**src/rtl/uart_fifo_irq.sv**
```systemverilog
module uart_fifo_irq #(
  parameter int DEPTH      = 32,
  parameter int THR_W      = 6,
  parameter int AGE_TICKS  = 8,
  parameter int RX_THR_RST = 24,
  parameter int TX_THR_RST = 8
) (
  input  logic        clk,
  input  logic        rst_n,
  input  logic        bus_wr,
  input  logic        bus_rd,
  input  logic [2:0]  bus_addr,
  input  logic [15:0] bus_wdata,
  output logic [15:0] bus_rdata,
  input  logic        rx_push,
  input  logic [7:0]  rx_byte,
  input  logic        rx_ferr,
  input  logic        rx_perr,
  input  logic        brk_det,
  input  logic        char_tick,
  input  logic        tx_pop,
  output logic [7:0]  tx_byte,
  output logic        tx_avail,
  output logic        irq
);
  localparam int AW  = $clog2(DEPTH);
  localparam int CW  = AW + 1;
  localparam int AGW = $clog2(AGE_TICKS + 1);
  localparam logic [2:0] A_RXD = 3'd0;
  localparam logic [2:0] A_TXD = 3'd1;
  localparam logic [2:0] A_THR = 3'd2;
  localparam logic [2:0] A_EN  = 3'd3;
  localparam logic [2:0] A_STS = 3'd4;
  localparam logic [2:0] A_LVL = 3'd5;

  logic [9:0]       rx_mem [DEPTH];
  logic [7:0]       tx_mem [DEPTH];
  logic [AW-1:0]    rx_wp, rx_rp, tx_wp, tx_rp;
  logic [CW-1:0]    rx_cnt, tx_cnt;
  logic [THR_W-1:0] rx_thr, tx_thr;
  logic [3:0]       en, sts;
  logic [AGW-1:0]   age;

  function automatic logic [CW-1:0] clamp(input logic [THR_W-1:0] v);
    if (v == '0)              return CW'(1);
    else if (int'(v) > DEPTH) return CW'(DEPTH);
    else                      return CW'(v);
  endfunction

  logic rx_pop, rx_acc, tx_pop_ok, tx_acc, wr_tx, age_hit;
  logic rxrdy, txrdy, dready, pend;
  logic [3:0] sts_set, sts_clr;
  logic unused_wdata;

  assign unused_wdata = ^bus_wdata;
  assign wr_tx     = bus_wr && bus_addr == A_TXD;
  assign rx_pop    = bus_rd && bus_addr == A_RXD && rx_cnt != '0;
  assign rx_acc    = rx_push && (rx_cnt != CW'(DEPTH) || rx_pop);
  assign tx_pop_ok = tx_pop && tx_cnt != '0;
  assign tx_acc    = wr_tx && (tx_cnt != CW'(DEPTH) || tx_pop_ok);

  assign rxrdy  = rx_cnt >= clamp(rx_thr);
  assign txrdy  = tx_cnt <= clamp(tx_thr);
  assign dready = rx_cnt != '0;

  assign age_hit = char_tick && !rx_acc && !rx_pop && rx_cnt != '0 &&
                   age == AGW'(AGE_TICKS - 1);
  assign sts_set = {rx_push && !rx_acc, wr_tx && !tx_acc, brk_det, age_hit};
  assign sts_clr = (bus_wr && bus_addr == A_STS) ? bus_wdata[3:0] : 4'd0;
  assign pend    = |(en & {sts[1], txrdy, sts[0], rxrdy});

  assign tx_byte  = tx_mem[tx_rp];
  assign tx_avail = tx_cnt != '0;

  always_ff @(posedge clk) begin
    if (rx_acc) rx_mem[rx_wp] <= {rx_perr, rx_ferr, rx_byte};
    if (tx_acc) tx_mem[tx_wp] <= bus_wdata[7:0];
  end

  always_ff @(posedge clk or negedge rst_n) begin
    if (!rst_n) begin
      rx_wp  <= '0;
      rx_rp  <= '0;
      tx_wp  <= '0;
      tx_rp  <= '0;
      rx_cnt <= '0;
      tx_cnt <= '0;
      rx_thr <= THR_W'(RX_THR_RST);
      tx_thr <= THR_W'(TX_THR_RST);
      en     <= '0;
      sts    <= '0;
      age    <= '0;
      irq    <= 1'b0;
    end else begin
      if (rx_acc)    rx_wp <= rx_wp + AW'(1);
      if (rx_pop)    rx_rp <= rx_rp + AW'(1);
      if (tx_acc)    tx_wp <= tx_wp + AW'(1);
      if (tx_pop_ok) tx_rp <= tx_rp + AW'(1);
      rx_cnt <= rx_cnt + CW'(rx_acc) - CW'(rx_pop);
      tx_cnt <= tx_cnt + CW'(tx_acc) - CW'(tx_pop_ok);
      if (bus_wr && bus_addr == A_THR) begin
        rx_thr <= bus_wdata[THR_W-1:0];
        tx_thr <= bus_wdata[8 +: THR_W];
      end
      if (bus_wr && bus_addr == A_EN) en <= bus_wdata[3:0];
      sts <= (sts & ~sts_clr) | sts_set;
      if (rx_acc || rx_pop || rx_cnt == '0)
        age <= '0;
      else if (char_tick && age != AGW'(AGE_TICKS))
        age <= age + AGW'(1);
      irq <= pend;
    end
  end

  always_comb begin
    case (bus_addr)
      A_RXD:   bus_rdata = dready ? 16'(rx_mem[rx_rp]) : 16'd0;
      A_THR:   bus_rdata = 16'(rx_thr) | (16'(tx_thr) << 8);
      A_EN:    bus_rdata = 16'(en);
      A_STS:   bus_rdata = 16'({dready, txrdy, rxrdy, sts});
      A_LVL:   bus_rdata = 16'(rx_cnt) | (16'(tx_cnt) << 8);
      default: bus_rdata = 16'd0;
    endcase
  end
endmodule

```
**config.mk**
```make
export PLATFORM = sky130hd
export DESIGN_NAME = uart_fifo_irq
export DESIGN_NICKNAME = d
export VERILOG_FILES = /design/src/rtl/uart_fifo_irq.sv
export SDC_FILE = /design/constraint.sdc
export NUM_CORES = 1
export LEC_CHECK = 0
export ABC_AREA = 1
export BUFFER_PORTS_ARGS = -buffer_cell sky130_fd_sc_hd__buf_4
export CAP_MARGIN = 20
export CORE_MARGIN = 1.5
export CORE_UTILIZATION = 30
export DETAILED_ROUTE_END_ITERATION = 6
export HOLD_SLACK_MARGIN = 0.1
export PLACE_DENSITY = 0.42
export SYNTH_ARGS = -nofsm -noshare
export SYNTH_HDL_FRONTEND = slang
export SYNTH_SLANG_ARGS = --single-unit
```
**constraint.sdc**
```tcl
create_clock -name clk -period 8.4 [get_ports clk]
set_input_delay 1.26 -clock clk [delete_from_list [all_inputs] [get_ports clk]]
set_output_delay 1.26 -clock clk [all_outputs]
set_load 0.03 [all_outputs]
```
Word level (Yosys, flattened, before mapping) --
Memories as Yosys holds them, arrays and structs flattened. Cells that the tools add are included.
Word-level totals: register bits after elaboration 57, RAM bits 576, output and inout bits 26, word-level logic and storage cells 86, memories kept 2
Memory list:
- rx_mem | words 32, bits a word 10, read ports 1, clocked after memory_dff 0, write ports 1, RTL line 36 | logic [9:0] rx_mem [DEPTH];
- tx_mem | words 32, bits a word 8, read ports 1, clocked after memory_dff 0, write ports 1, RTL line 37 | logic [7:0] tx_mem [DEPTH];
Operators by class: add/subtract/negate cells 9, magnitude comparators 4, eq/ne operators 9, mux-type cells 13, bitwise operators 6, reduce and logical (&&, ||, !) cells 31
Operators by type and width (count):
- case mux 14 bit (5 select lines) | 1
- bitwise OR 6 x 14 -> 14 bit | 2
- two-way mux 6 bit | 4
- adder 5 x 1 -> 5 bit (second input constant) | 4
- zero test 6 bit | 3
- logical AND 1 bit | 16
- adder 6 x 1 -> 6 bit | 2
- > comparator 6 bit (second input constant) | 2
- two-way mux 4 bit | 3
- inequality test 6 bit (second input constant) | 2
- nonzero test 6 bit | 2
- subtractor 6 x 1 -> 6 bit | 2
- two-way mux 10 bit | 1
- AND 4 bit | 2
- equality test 3 x 2 -> 1 bit (second input constant) | 2
- equality test 3 bit (second input constant) | 2
- >= comparator 6 bit | 1
- <= comparator 6 bit | 1
- adder 4 x 1 -> 4 bit (second input constant) | 1
- equality test 4 x 3 -> 1 bit (second input constant) | 1
- logical OR 1 bit | 4
- two-way mux 1 bit | 4
- inequality test 4 bit (second input constant) | 1
- inverter 4 bit | 1
- other kinds (6) | 8

Logic depth before layout (Yosys ltp) --
word-level depth 11, gate-level depth with buffers 19, depth with buffers taken out 17

Least setup slack after synthesis --
No wires, ideal clock.
path type input port to output port, start point in bus_addr[2], end point out bus_rdata[11], arrival 2392 ps, slack 4748 ps, stages 4, cells stage by stage buf_2 > nand3_1 > clkbuf_1 > o21ai_0
Between the ends: longest elaborated chain between the ends 2, elaborated cells between the ends (all ways) 6
RTL lines:
- start, declared | RTL line 12 | input logic [2:0] bus_addr,
- equality test 3 bit (tied with other cells) | RTL line 116 | case (bus_addr)
- case mux 14 bit (5 select lines) * | RTL line 116
- end, declared | RTL line 14 | output logic [15:0] bus_rdata,
Mark *: on every way between the ends. The rest lies on a longest branch, timed or not.

Final worst setup path --
start point reg rx_rp[0], end point out bus_rdata[8]
Between the ends: longest elaborated chain between the ends 3
RTL lines:
- start, declared | RTL line 38 | logic [AW-1:0] rx_wp, rx_rp, tx_wp, tx_rp;
- start signal, assigned | RTL line 96 | if (rx_pop) rx_rp <= rx_rp + AW'(1);
- memory (32 x 10 bit)
- two-way mux 10 bit | RTL line 117 | A_RXD: bus_rdata = dready ? 16'(rx_mem[rx_rp]) : 16'd0;
- case mux 14 bit (5 select lines) | RTL line 116
Every way passes these cells.

==> impl_summary.md <==
Global routing
The wire length of the first global-routing pass is 109 mm. The number of antenna violations at the first check in global routing was 0. Entering global routing, the biggest net connects 87 pins. The via count of the first global-routing pass was 17.0k. Across every metal layer, demand over resource in global routing totals 0.160.

The sum of overflow across all layers after global routing is 0.

Logic synthesis
The number of warnings issued by yosys is 0. The cell area after synthesis is 26700 um2. Ranked by instance count, the synthesized netlist is headed by edfxtp_1 (576), nor2_1 (367), nand2_1 (330), o21ai_0 (262), nand3_1 (160). After synthesis, the cell types taking the most area are edfxtp_1 (65%), nor2_1 (5.2%), dfrtp_1 (5.1%). For this run, the leading register cell type out of synthesis is edfxtp_1. The post-synthesis sequential element count is 633. edfxtp_1 takes more of the synthesized area than any other cell.

The unique cell type count in the Yosys netlist is 44. The mean cell area of the mapped netlist is 11.7 um2. In this run, synthesis inferred 576 flip-flops with an integrated enable.

The area share of the leading cell type in the synthesized netlist is 0.648. The sequential-to-total area share from yosys stat is 0.701. The library cell with the highest instance count after synthesis is edfxtp_1. The fraction of registers with async set or reset after synthesis is 0.0900. Synthesis produced a netlist whose cell count is 2280.

STA
The time the worst path needs with I/O delays and setup is 5.55 ns. Final hold analysis gives a worst-case slack of 0.529 ns. The number of endpoints with negative hold slack in the final report is 0. Setup repair after global routing left no endpoint under its margin.

Clock skew on the completed layout was measured at 0.0541 ns. The worst slew slack as a fraction of its limit is 0.303. Across all setup checks in the final design, the least slack found is 2.85 ns. Setup violations remaining at the end of the flow were counted as 0. For the final routed database, the setup TNS stands at 0 ns.

Based on the critical path, the design can be clocked at up to roughly 0.18 GHz. The number of max-slew violations in the final report is 0. Of the available clock period, the critical path in the final layout requires 0.660. For the pin with the worst max-slew slack, the measured transition is ~1.0 ns.

CTS
Gates resized during post-CTS repair numbered 0. CTS placed an instance of clkbuf_16 at the clock tree root. The clock insertion delay at the later pin of the skew report is ~0.64 ns. The number of hold buffers added after cts is 0. In this run, CTS created clock tree buffers numbering 74.

The clock tree from TritonCTS is yes. The number of setup buffers added after CTS is 0. The H-tree was split into 3 levels. The number of sinks handled by clock tree synthesis is 633.

The clock passes through at most 3 buffers. After clock tree synthesis, the clock-pin slew on the worst setup and hold paths is 0.06 ns.

Worst setup path
The most used cell along the critical path is buf_4. STA classifies the critical path startpoint as a flop. By startpoint and endpoint, the worst setup path is classified as reg -> out.

The highest cell delay on the worst timing path is ~0.77 ns. At the worst endpoint, the required time is 7.14 ns. The biggest fanout along the worst timing path is 71. The number of cells on the worst reg-to-reg path is 11. The signal on the critical path passes through buf_4, buf_4, nor2_1, nor2_1, o21ai_0, o211ai_1, nand3_1, nand2_1, nand3_1, nand2_1, buf_4. The kind of capture point of the worst setup path is an output port.

The slowest cell on the critical path is dfrtp_4. The minimum setup slack among reg-to-reg paths is approximately 4.9 ns. The data arrival time at the worst-slack endpoint is 4.29 ns.

Placement
After detailed placement, the total cell area comes to 28400 um2. Timing analysis after detailed placement gives a worst setup slack of 3.41 ns. At the end of routability-driven placement, the weighted congestion stood at slightly below 0.8. In this run the tool buffered the top-level ports with just under 60 buffer cells. The placed wire-length estimate is about 42 mm.

After detailed placement, the design holds a cell count of 3426.

Drt
The total routed wirelength is 72.7 mm. Dividing the detail-routed wire length by the instance count gives approximately 20 um. After detailed routing, the number of remaining DRC violations is 0. The first-pass detailed-route iteration total is 5. The remaining number of nets flagged by the antenna check after routing is 0. Summing over every cut layer, the via total after detailed routing is 17.2k. After detailed routing, the number of vias per cell comes to 4.82. In this run, the number of DRC markers left after iteration 0 of detailed routing was 1273.

Power
For this design the static power due to leakage is approximately 11 nW. Across the VDD grid, the largest voltage drop is 0.000152 V. The cell area power density is 334 nW/um2. Summing internal, switching and leakage power gives about 10 mW.

Worst hold path
The worst hold path cell count is 2. The min-delay analysis places its worst path in the category reg -> reg.

Layout
The count of cells in the finished layout, fillers not included, comes to 3560. In the final layout, the share of cells above drive strength 1 is 0.100. The number of nets in the layout is 2419. The register area is 18700 um2. The design area is 30800 um2. Fill cells in the final layout number between 8k and 9k. Measured on the finished design, the core utilization comes to 0.349.

The multi-input combinational cells in the finished layout cover a total of 6940 um2. 0 antenna diodes ended up in the layout. The layout-stage area growth over the synthesis result is 15.3%.

Die
During I/O placement, the number of pins put on the boundary was 63. The horizontal die dimension is about 300 um. The effective utilization at floorplan is 0.303. The standard-cell row count is 109. From bottom edge to top edge, the die measures 301 um. The floorplan step defined a core boundary enclosing 88200 um2. The floorplan die area is 90800 um2.

Status
The run finished with clean final reports.

Flow run
The tool flagged a number of max-cap violations equal to 0.
sequential cells by signal, indices dropped and copies added, names as in the netlist:
register	cells
rx_cnt	6
age	4
tx_rp	5
tx_thr	6
tx_mem	256
rx_thr	6
tx_cnt	6
rx_mem	320
en	4
rx_wp	5
rx_rp	5
irq	1
tx_wp	5
sts	4
routing by layer:
metal / global-route usage / up-vias / part of all wire
met4: 0.0498 / 0 / 0.025
met1: 0.222 / 8604 / 0.47
li1: - / 8175 / -
met5: 0 / - / 0
met3: 0.0234 / 91 / 0.035
met2: 0.259 / 289 / 0.47
where the power goes:
group	switching (mW)	total, mW	internal [mW]	leakage [nW]
sequential	0.268	3.92	3.65	5.85
clock	1.34	3.15	1.82	1.14
combinational	2.26	3.22	0.959	3.86
worst max-delay path: cells and delay by family, from the launching register on:
family / cells / cell delay, ns
AND/OR/NAND/NOR: 6 / 0.86
AO/OA/AOI/OAI: 2 / 0.32
flip-flops: 1 / 0.77
buffers and inverters: 3 / 1.53
cells by family after synthesis:
kind of cell | count (synthesis) | synth area share
and+or+nand+nor | 908 | 0.140
DFF | 633 | 0.701
AOI/OAI and AO/OA | 419 | 0.0891
buffers and inverters | 247 | 0.0389
adders and majority gates | 45 | 0.0217
xor gates and xnor gates | 23 | 0.00755
muxes | 4 | 0.00169
other | 1 | 0.000140
cell usage in the layout (no fill, tap or decap), types with 4 or more instances in the layout:
master / n
nor2_1: 367
xor2_1: 20
clkinv_16: 4
a221oi_1: 4
clkinv_1: 16
mux2_2: 4
ha_1: 43
nand3_1: 160
o21ai_0: 262
inv_1: 110
nand2_1: 330
o221ai_1: 32
dfrtp_1: 50
edfxtp_1: 576
o22ai_1: 25
nor3_1: 28
or2_2: 10
clkbuf_1: 25
o211ai_1: 36
buf_4: 101
clkinv_2: 11
inv_2: 4
bufinv_16: 5
a21oi_1: 51
clkbuf_16: 74
area by class of cell:
cell class / count / area share
Clock inverter: 34 / 0.0139
Sequential cell: 633 / 0.609
Multi-Input combinational cell: 1401 / 0.225
Inverter: 124 / 0.0152
Timing Repair Buffer: 103 / 0.0259
Clock buffer: 100 / 0.0636
Tap cell: 1165 / 0.0473
worst paths after layout:
| check | startpoint | to |
|---|---|---|
| worst max-delay path | rx_rp[0] | bus_rdata[8] |
| worst min-delay path | sts[3] | sts[3] |
| worst max register to register | rx_cnt[2] | rx_mem[15][6] |
| worst min register to register | sts[3] | sts[3] |
| max in group asynchronous | rst_n | rx_rp[1] |
| min in group asynchronous | rst_n | tx_rp[2] |
Power figures use the tool's default switching activity.
